`config.mk`:
```
export PLATFORM = sky130hd
export DESIGN_NAME = dac_link_slave
export DESIGN_NICKNAME = d
export VERILOG_FILES = /design/src/rtl/dls_pkg.sv /design/src/rtl/dls_line_filter.sv /design/src/rtl/dls_bus_engine.sv /design/src/rtl/dac_link_slave.sv
export SDC_FILE = /design/constraint.sdc
export NUM_CORES = 1
export LEC_CHECK = 0
export ABC_CLOCK_PERIOD_IN_PS = 2150
export BUFFER_PORTS_ARGS = -buffer_cell sky130_fd_sc_hd__buf_2
export CAP_MARGIN = 20
export CORE_MARGIN = 2
export CORE_UTILIZATION = 30
export DETAILED_ROUTE_END_ITERATION = 8
export HOLD_SLACK_MARGIN = 0.03
export SKIP_CTS_REPAIR_TIMING = 1
export SYNTH_ARGS = -nofsm -noshare
export SYNTH_HDL_FRONTEND = slang
export SYNTH_HIERARCHICAL = 1
export SYNTH_SLANG_ARGS = --single-unit
```
`constraint.sdc`:
```
create_clock -name clk -period 2.15 [get_ports clk]
set_input_delay 0.43 -clock clk [delete_from_list [all_inputs] [get_ports clk]]
set_output_delay 0.43 -clock clk [all_outputs]
set_load 0.01 [all_outputs]
```
`src/rtl/dls_pkg.sv`:
```
package dls_pkg;
    localparam int BYTE_BITS = 8;
    localparam int BIT_CNT_W = $clog2(BYTE_BITS + 1);

    typedef enum logic [3:0] {
        ST_IDLE,
        ST_ADDR,
        ST_ADDR_ACK,
        ST_WDATA,
        ST_WDATA_ACK,
        ST_RDATA,
        ST_RDATA_ACK,
        ST_HOLD,
        ST_SKIP
    } bus_state_t;
endpackage

```
`src/rtl/dls_line_filter.sv`:
```
module dls_line_filter #(
    parameter int   FILT_LEN  = 3,
    parameter logic IDLE_LVL  = 1'b1
) (
    input  logic clk,
    input  logic rst_n,
    input  logic pin,
    output logic level
);
    localparam int CW = $clog2(FILT_LEN + 1);

    logic          s1, s2;
    logic [CW-1:0] run_cnt;

    always_ff @(posedge clk or negedge rst_n) begin
        if (!rst_n) begin
            s1      <= IDLE_LVL;
            s2      <= IDLE_LVL;
            run_cnt <= '0;
            level   <= IDLE_LVL;
        end else begin
            s1 <= pin;
            s2 <= s1;
            if (s2 != level) begin
                if (run_cnt == CW'(FILT_LEN - 1)) begin
                    level   <= s2;
                    run_cnt <= '0;
                end else begin
                    run_cnt <= run_cnt + 1'b1;
                end
            end else begin
                run_cnt <= '0;
            end
        end
    end

    // a new filtered level must have been present on the synchronized input
    assert_filter_follows_R13: assert property (@(posedge clk) disable iff (!rst_n)
        (level != $past(level)) |-> ($past(s2) == level));
endmodule

```
`src/rtl/dls_bus_engine.sv`:
```
module dls_bus_engine
    import dls_pkg::*;
#(
    parameter logic [6:0] ADDR_BASE = 7'h30
) (
    input  logic                 clk,
    input  logic                 rst_n,
    input  logic                 scl,
    input  logic                 sda,
    input  logic [1:0]           addr_sel,
    output logic                 sda_low,
    output logic                 commit,
    output logic [BYTE_BITS-1:0] commit_code,
    output logic                 commit_shdn
);
    bus_state_t             state, nxt;
    logic                   scl_d, sda_d;
    logic [BIT_CNT_W-1:0]   bit_cnt;
    logic [BYTE_BITS-1:0]   shreg;
    logic                   shdn_req, pend_ok, addr_hit_q;
    logic                   start_det, stop_det, scl_rise, scl_fall, byte_end, ack_end, hit;
    logic [6:0]             my_addr;

    assign my_addr   = ADDR_BASE + {5'd0, addr_sel};
    assign start_det = scl & scl_d & sda_d & ~sda;
    assign stop_det  = scl & scl_d & ~sda_d & sda;
    assign scl_rise  = scl & ~scl_d;
    assign scl_fall  = ~scl & scl_d;
    assign byte_end  = scl_fall && (bit_cnt == BIT_CNT_W'(BYTE_BITS));
    assign ack_end   = scl_fall && (bit_cnt != '0);
    assign hit       = (shreg[BYTE_BITS-1:1] == my_addr);

    always_comb begin
        nxt = state;
        if (start_det) begin
            nxt = ST_ADDR;
        end else if (stop_det) begin
            nxt = ST_IDLE;
        end else begin
            unique case (state)
                ST_IDLE:      nxt = ST_IDLE;
                ST_ADDR:      if (byte_end) nxt = hit ? ST_ADDR_ACK : ST_SKIP;
                ST_ADDR_ACK:  if (ack_end)  nxt = shdn_req ? ST_RDATA : ST_WDATA;
                ST_WDATA:     if (byte_end) nxt = ST_WDATA_ACK;
                ST_WDATA_ACK: if (ack_end)  nxt = ST_HOLD;
                ST_RDATA:     if (byte_end) nxt = ST_RDATA_ACK;
                ST_RDATA_ACK: if (ack_end)  nxt = ST_HOLD;
                ST_HOLD:      nxt = ST_HOLD;
                ST_SKIP:      nxt = ST_SKIP;
                default:      nxt = ST_IDLE;
            endcase
        end
    end

    always_ff @(posedge clk or negedge rst_n) begin
        if (!rst_n) state <= ST_IDLE;
        else        state <= nxt;
    end

    always_ff @(posedge clk or negedge rst_n) begin
        if (!rst_n) begin
            scl_d       <= 1'b1;
            sda_d       <= 1'b1;
            bit_cnt     <= '0;
            shreg       <= '0;
            shdn_req    <= 1'b0;
            pend_ok     <= 1'b0;
            addr_hit_q  <= 1'b0;
            sda_low     <= 1'b0;
            commit      <= 1'b0;
            commit_code <= '0;
        end else begin
            scl_d   <= scl;
            sda_d   <= sda;
            sda_low <= (nxt == ST_ADDR_ACK) || (nxt == ST_WDATA_ACK);
            commit  <= stop_det && (state == ST_HOLD) && pend_ok;

            if (nxt != state)  bit_cnt <= '0;
            else if (scl_rise) bit_cnt <= bit_cnt + 1'b1;

            if (scl_rise && (state == ST_ADDR || state == ST_WDATA))
                shreg <= {shreg[BYTE_BITS-2:0], sda};

            if (state == ST_ADDR && nxt == ST_ADDR_ACK) begin
                shdn_req   <= shreg[0];
                addr_hit_q <= 1'b1;
            end else if (start_det) begin
                addr_hit_q <= 1'b0;
            end

            if (state == ST_WDATA && nxt == ST_WDATA_ACK)
                commit_code <= shreg;

            if (start_det || stop_det)
                pend_ok <= 1'b0;
            else if ((state == ST_WDATA_ACK || state == ST_RDATA_ACK) && nxt == ST_HOLD)
                pend_ok <= 1'b1;
            else if (state == ST_HOLD && scl_fall)
                pend_ok <= 1'b0;
        end
    end

    assign commit_shdn = shdn_req;

    // acknowledge only after a matching address
    assert_ack_needs_match_R2: assert property (@(posedge clk) disable iff (!rst_n)
        sda_low |-> addr_hit_q);
    // SDA is left released through the power-down read byte
    assert_read_released_R8: assert property (@(posedge clk) disable iff (!rst_n)
        (state == ST_RDATA || state == ST_RDATA_ACK) |-> !sda_low);
    // a commit follows a STOP, so the machine is back in idle
    assert_commit_idle_R5: assert property (@(posedge clk) disable iff (!rst_n)
        commit |-> (state == ST_IDLE));
endmodule

```
`src/rtl/dac_link_slave.sv`:
```
module dac_link_slave
    import dls_pkg::*;
#(
    parameter logic [6:0] ADDR_BASE = 7'h30,
    parameter int         FILT_LEN  = 3,
    parameter int         SUB_BITS  = 2
) (
    input  logic                            clk,
    input  logic                            rst_n,
    input  logic                            scl_in,
    input  logic                            sda_in,
    input  logic [1:0]                      addr_sel,
    output logic                            sda_drive_low,
    output logic [BYTE_BITS-1:0]            code_full,
    output logic [BYTE_BITS-SUB_BITS-1:0]   code_eff,
    output logic                            shutdown
);
    localparam int EFF_W = BYTE_BITS - SUB_BITS;

    logic [1:0]           pins, lines;
    logic                 commit_w, commit_shdn_w;
    logic [BYTE_BITS-1:0] commit_code_w;
    logic [BYTE_BITS-1:0] code_q;
    logic                 shdn_q;

    assign pins = {scl_in, sda_in};

    for (genvar g = 0; g < 2; g++) begin : g_line
        dls_line_filter #(.FILT_LEN(FILT_LEN), .IDLE_LVL(1'b1)) u_filt (
            .clk   (clk),
            .rst_n (rst_n),
            .pin   (pins[g]),
            .level (lines[g])
        );
    end

    dls_bus_engine #(.ADDR_BASE(ADDR_BASE)) u_engine (
        .clk         (clk),
        .rst_n       (rst_n),
        .scl         (lines[1]),
        .sda         (lines[0]),
        .addr_sel    (addr_sel),
        .sda_low     (sda_drive_low),
        .commit      (commit_w),
        .commit_code (commit_code_w),
        .commit_shdn (commit_shdn_w)
    );

    always_ff @(posedge clk or negedge rst_n) begin
        if (!rst_n) begin
            code_q <= '0;
            shdn_q <= 1'b0;
        end else if (commit_w) begin
            shdn_q <= commit_shdn_w;
            if (!commit_shdn_w) code_q <= commit_code_w;
        end
    end

    assign code_full = code_q;
    assign shutdown  = shdn_q;
    assign code_eff  = shdn_q ? '0 : code_q[BYTE_BITS-1 -: EFF_W];

    // without a commit pulse the code and power mode hold
    assert_hold_without_commit_R4: assert property (@(posedge clk) disable iff (!rst_n)
        !commit_w |=> ($stable(code_q) && $stable(shdn_q)));
endmodule

```
* Yosys cells after proc, flatten, opt, wreduce, memory -nomap -nowiden
Index checks and enable logic that the tools add are counted.
** Storage, ports and cells
- Latch bits :: 0
- Memory bits (read-only) :: 0
- Bits in writable memories :: 0
- Input bits :: 6
- Memories :: 0
- Register bits :: 49
** Cells by class
- Reductions and logical operators :: 20
- $mul :: 0
- Shift-type cells :: 0
- Add/subtract/negate cells :: 4
- Mux-type cells :: 20
- Bitwise gates (word level) :: 12
- Div/mod/pow operators :: 0
- Magnitude comparators :: 0
- Equal/unequal tests :: 18
** Operator list (number)
- $mux 4 :: 10
- $pmux 4 s7 :: 1
- $eq 4x3->1 const B :: 6
- $eq 4x2->1 const B :: 3
- $logic_and 1x1->1 :: 9
- $eq 4x4->1 const B :: 2
- $mux 2 :: 4
- $add 6x2->7 const A :: 1
- $and 1x1->1 :: 7
- $eq 7x7->1 :: 1
- $mux 6 :: 1
- $reduce_and 2->1 :: 3
- $not 1->1 :: 5
- $add 2x1->2 const B :: 2
- $add 4x1->4 const B :: 1
- $eq 2x2->1 const B :: 2
- $eq 4x1->1 const B :: 1
- $logic_or 1x1->1 :: 4
- $ne 4x4->1 :: 1
- $reduce_bool 4->1 :: 1
- $mux 1 :: 3
- $mux 3 :: 1
- $reduce_bool 3->1 :: 1
- $ne 1x1->1 :: 2
- other kinds (2) :: 2

* Depth between registers and ports, before layout
- Depth after elaboration :: 11
- Mapped depth :: 8
- Depth with buffers taken out :: 8

* By module
Netlist, hierarchy kept.
** By module, submodules not included
- dls_bus_engine :: sequential area each 753.2 µm², cells an instance 146, instances 1, area an instance 1609.0 µm²
- dac_link_slave :: sequential area each 225.2 µm², cells an instance 26, instances 1, area an instance 419.2 µm²
- dls_line_filter :: sequential area each 128.9 µm², cells an instance 10, instances 2, area an instance 178.9 µm²

* Worst setup path before layout
Ideal clock, no wire load.
- Path kind :: register to register
- Start :: register u_engine.bit_cnt[0]
- End :: register u_engine.sda_low
- Slack :: 200 ps
- Clock period less this slack :: 1950 ps
- Data arrival time :: 1877 ps
- Cell stages (with the launch flop) :: 9
- Required time :: 2077 ps
- Cell sequence :: dfrtp_1 inv_1 ha_1 or3b_4 nor3b_1 o21a_1 nor3_1 mux2i_1 nor2b_1
** On the way
- Word-level cells in the longest chain between the ends :: 8
- Elaborated cells on any way between the ends :: 15
** RTL lines
- from (decl) :: line dls_bus_engine.sv:18 : logic [BIT_CNT_W-1:0] bit_cnt;
- from (signal assigned) :: line dls_bus_engine.sv:79 : else if (scl_rise) bit_cnt <= bit_cnt + 1'b1;
- $eq 4x4->1 / $reduce_bool 4->1 (equally long branches) :: line dls_bus_engine.sv:29, dls_bus_engine.sv:30
- $logic_and 1x1->1, on equally long branches :: line dls_bus_engine.sv:29, dls_bus_engine.sv:30
- $mux 4, on equally long branches
- $pmux 4 s7 * :: line dls_bus_engine.sv:40 : unique case (state)
- $mux 4 * :: line dls_bus_engine.sv:37 : end else if (stop_det) begin
- $mux 4 * :: line dls_bus_engine.sv:35 : if (start_det) begin
- $eq 4x2->1 / $eq 4x3->1 (equally long branches) :: line dls_bus_engine.sv:75 : sda_low <= (nxt == ST_ADDR_ACK) || (nxt == ST_WDATA_ACK);
- $logic_or 1x1->1 * :: line dls_bus_engine.sv:75
- to (signal assigned) :: line dls_bus_engine.sv:75
- to (decl) :: line dls_bus_engine.sv:11 : output logic sda_low,
Every way passes the cells marked *; elsewhere a longest branch is shown, timed or not.
A chain may end at the register's enable or synchronous reset.

* Final worst setup path
- Start :: register u_engine.bit_cnt[1]
- End :: register u_engine.bit_cnt[3]
** On the way
- Word-level cells in the longest chain between the ends :: 8
- Elaborated cells on any way between the ends :: 17
** RTL lines
- $eq 4x4->1 / $reduce_bool 4->1 (equally long branches) :: line dls_bus_engine.sv:29, dls_bus_engine.sv:30
- $logic_and 1x1->1, on equally long branches :: line dls_bus_engine.sv:29, dls_bus_engine.sv:30
- $mux 4, on equally long branches
- $pmux 4 s7 :: line dls_bus_engine.sv:40
- $mux 4 :: line dls_bus_engine.sv:37
- $mux 4 :: line dls_bus_engine.sv:35
- $ne 4x4->1 :: line dls_bus_engine.sv:78 : if (nxt != state) bit_cnt <= '0;
- $mux 4 / $reduce_bool 2->1 (equally long branches)
Parallel ways exist; a longest one is shown, timed or not. The select of a mux whose other input is x is not followed.

==> flow_summary.ini <==
[setup_path]
worst_setup_path_end_kind = register
required_ns = 2.37
critPathMaxStageDelay_ns = 0.42
cp_data_arrival_time_ns = 2.32
worst-path-buf-inv = 1
crit_family = simple AND/OR/NAND/NOR gates
worstSetupStartpointType = register
critPathKind = reg -> reg
crit_chain = inv_2 -> ha_4 -> or3b_4 -> a311o_1 -> nand3_2 -> nor3_2 -> a2bb2oi_2 -> nor4_2
cpMaxStageDelayCell = dfrtp_1
crit_fanout = 4

[yosys]
yosysTopAreaCell = dfrtp_1
postSynth.asyncResetShare_pct = 100
synth_nets = 200
synth_most_common_cell = dfrtp_1
ys.flop_type = dfrtp_1
yosysWarnings = 6
synth_top_area_share_pct = 43.0
synth_compound_area_share_pct = 5.66
syn_area_mm2 = 0.00239
avgSynthCellArea_um2 = 12.4
synth_top_family_by_area = simple AND/OR/NAND/NOR gates
synth_xor_area_share_pct = 3.30
synth_common_cells = dfrtp_1, mux2_2, nor2b_1, nor2_1, mux2_4
synthCells = 192
netlist_top_cells_area = dfrtp_1, dfstp_2, mux2_2, mux2_4, nor2b_1
synth-simple-area-share_pct = 19.4
synth_mux_area_share_pct = 15.6
synth-adder-area-share_pct = 1.05
yosysSeqAreaShare_pct = 51.8
ys_types = 44
ys_ff_latch = 49
synth_edf_count = 0

[timing]
hold_ws_ns = 0.209
slew_violations = 0
finalCritPeriodShare_pct = 98.0
rsz0062_at_grt = yes
setup_viol = 0
layout_min_cycle_time_ns = 2.11
finalWorstSetupSlack_ns = 0.0435
skew_ns = 0.0107
hold_viol = 0
max_clock_freq_ghz = 0.475
max-slew-margin-rel_pct = 58.7
tightest_slew_ns = 0.611

[placement]
place_ws_ns = 0.0308
place.detailed.hpwl_um = 2990
postPlaceCellArea_mm2 = 0.00260
gp_congestion = 0.858
place.port_buffers = 21

[die]
rows = 32
start_util_pct = 30.9
io_pins = 22
die_h_um = 93.2
die_width_um = 93.2
die_area_mm2 = 0.00868
core_area_mm2 = 0.00773

[job]
cap_violations = 0

[routing]
ant_nets = 0
routed_via_density = 4.92
post-route-drc-count = 0
num_vias = 1613
drt_pre_antenna_iters = 4
drt-initial-drc-count = 149
wl_per_cell_um = 13.9
wl_um = 4560

[power_and_ir_drop]
clkPwrFrac_pct = 22.7
cellLeakagePower_nw = 1.29
seq_power_share_pct = 48.6
internal_power_mw = 1.73
power.density_mw_per_mm2 = 923
peakVddDrop_mv = 0.315
p_sw_share_pct = 33.2
p_sw_uw = 857
comb_power_share_pct = 28.7

[grt]
grt_pass1_vias = 1557
antenna_found_initial = 0
grt_max_degree = 50
grt_use_total_pct = 11.1
grt_pass1_wl_um = 7520
gr-total-overflow = 0

[status]
status = complete, no violations

[clock_tree]
worstSkewPairLatency_ns = 0.31
clockRootBuffer = clkbuf_8
numCtsBuffers = 5
htreeDepth = 2
tritoncts = built
clkSlewWorstSetupHoldPaths_ns = 0.11
clock_sinks = 49
cts_buffer_depth = 2

[cells_and_area]
final_area_mm2 = 0.00280
nets = 233
drive_above_1_share_pct = 44.2
synthToLayoutAreaGrowth_pct = 17.4
antenna_cells = 0

[hold_path]
hp-class = in -> async
-- power groups by stage --
stage | logic (mW) | clock network, mW | registers, mW
after floorplan | 0.498 | 0 | 1.21
after global placement | 0.586 | 0 | 1.26
after detailed placement | 0.596 | 0 | 1.26
after CTS | 0.600 | 0.619 | 1.25
after global routing | 0.822 | 0.667 | 1.29
final | 0.741 | 0.587 | 1.26
-- cell families (layout without fill, tap and decap cells) --
family / Yosys count / in the layout
compound gates: 20 / 20
fa+ha+maj: 2 / 2
xor+xnor: 9 / 9
simple gates: 73 / 73
mux: 30 / 30
buf+inv: 9 / 43
flops: 49 / 49
-- worst paths after layout --
check / from / endpoint / slack, ns / cells past startpoint
setup / recovery: u_engine/bit_cnt[1] / u_engine/bit_cnt[3] / 0.04 / 8
hold / removal: rst_n / u_engine/commit_code[5] / 0.21 / 2
setup reg to reg: u_engine/bit_cnt[1] / u_engine/bit_cnt[3] / 0.04 / 8
hold reg to reg: g_line[0].u_filt/s1 / g_line[0].u_filt/s2 / 0.36 / 0
max in group asynchronous: rst_n / u_engine/state[0] / 1.48 / 2
min in group clk: sda_in / g_line[0].u_filt/s1 / 0.21 / 1
-- layout make-up --
| class | count | area (um2) |
|---|---|---|
| clock inverters | 3 | 33.8 |
| inverters | 4 | 15.0 |
| fillers | 745 | 4930 |
| well taps | 102 | 128 |
| multi-input cells | 134 | 1140 |
| clock buffers | 5 | 68.8 |
| flip-flops and latches | 49 | 1240 |
| repair buffers | 31 | 180 |
-- layer usage --
layer	track usage, %	part of all wire [%]	wire length [um]	vias to the layer above
li1	-	-	-	753
met3	2.58	4.6	209	8
met2	16.2	47	2140	50
met1	15.1	46	2110	802
met5	0	0	0	-
met4	6.00	2.3	105	0
-- cells in the final DEF (no fill, tap or decap), drive strengths merged, types with 2 or more instances in the layout --
master / instances
a21oi: 6
a31oi: 2
and2b: 3
and3b: 2
buf: 31
clkbuf: 5
clkinv: 3
dfrtp: 41
dfstp: 8
ha: 2
inv: 4
mux2: 28
mux2i: 2
nand2: 9
nand3: 8
nand4: 4
nor2: 11
nor2b: 15
nor3: 6
nor3b: 3
nor4: 6
o21ai: 4
xnor2: 6
xor2: 3
-- sequential cells by signal, indices dropped and copies added (netlist names) --
register / count
shutdown: 1
u_engine/shreg: 8
g_line.u_filt/s2: 2
u_engine/pend_ok: 1
g_line.u_filt/s1: 2
u_engine/sda_low: 1
u_engine/bit_cnt: 4
u_engine/scl_d: 1
u_engine/commit: 1
u_engine/sda_d: 1
u_engine/commit_code: 8
u_engine/state: 4
g_line.u_filt/run_cnt: 4
u_engine/commit_shdn: 1
code_full: 8
g_line.u_filt/level: 2
-- worst reg2reg max path: cells and delay by family (launching register included) --
kind	cells	cell delay, ns
buf+inv	1	0.09
simple gates	4	0.84
fa+ha+maj	1	0.14
compound gates	2	0.52
flops	1	0.42
-- metrics by stage --
stage                     util [%]  power (mW)  cells  setup TNS, ns
after CTS                     35.0        2.47    324       -0.00728
after detailed placement      33.7        1.86    316              0
after global placement        33.7        1.85    316              0
after global routing          36.2        2.78    328         -0.100
after floorplan                  -        1.71    192              0
final                         36.2        2.58    328              0
Note: power is estimated with default switching activity, not from simulation.
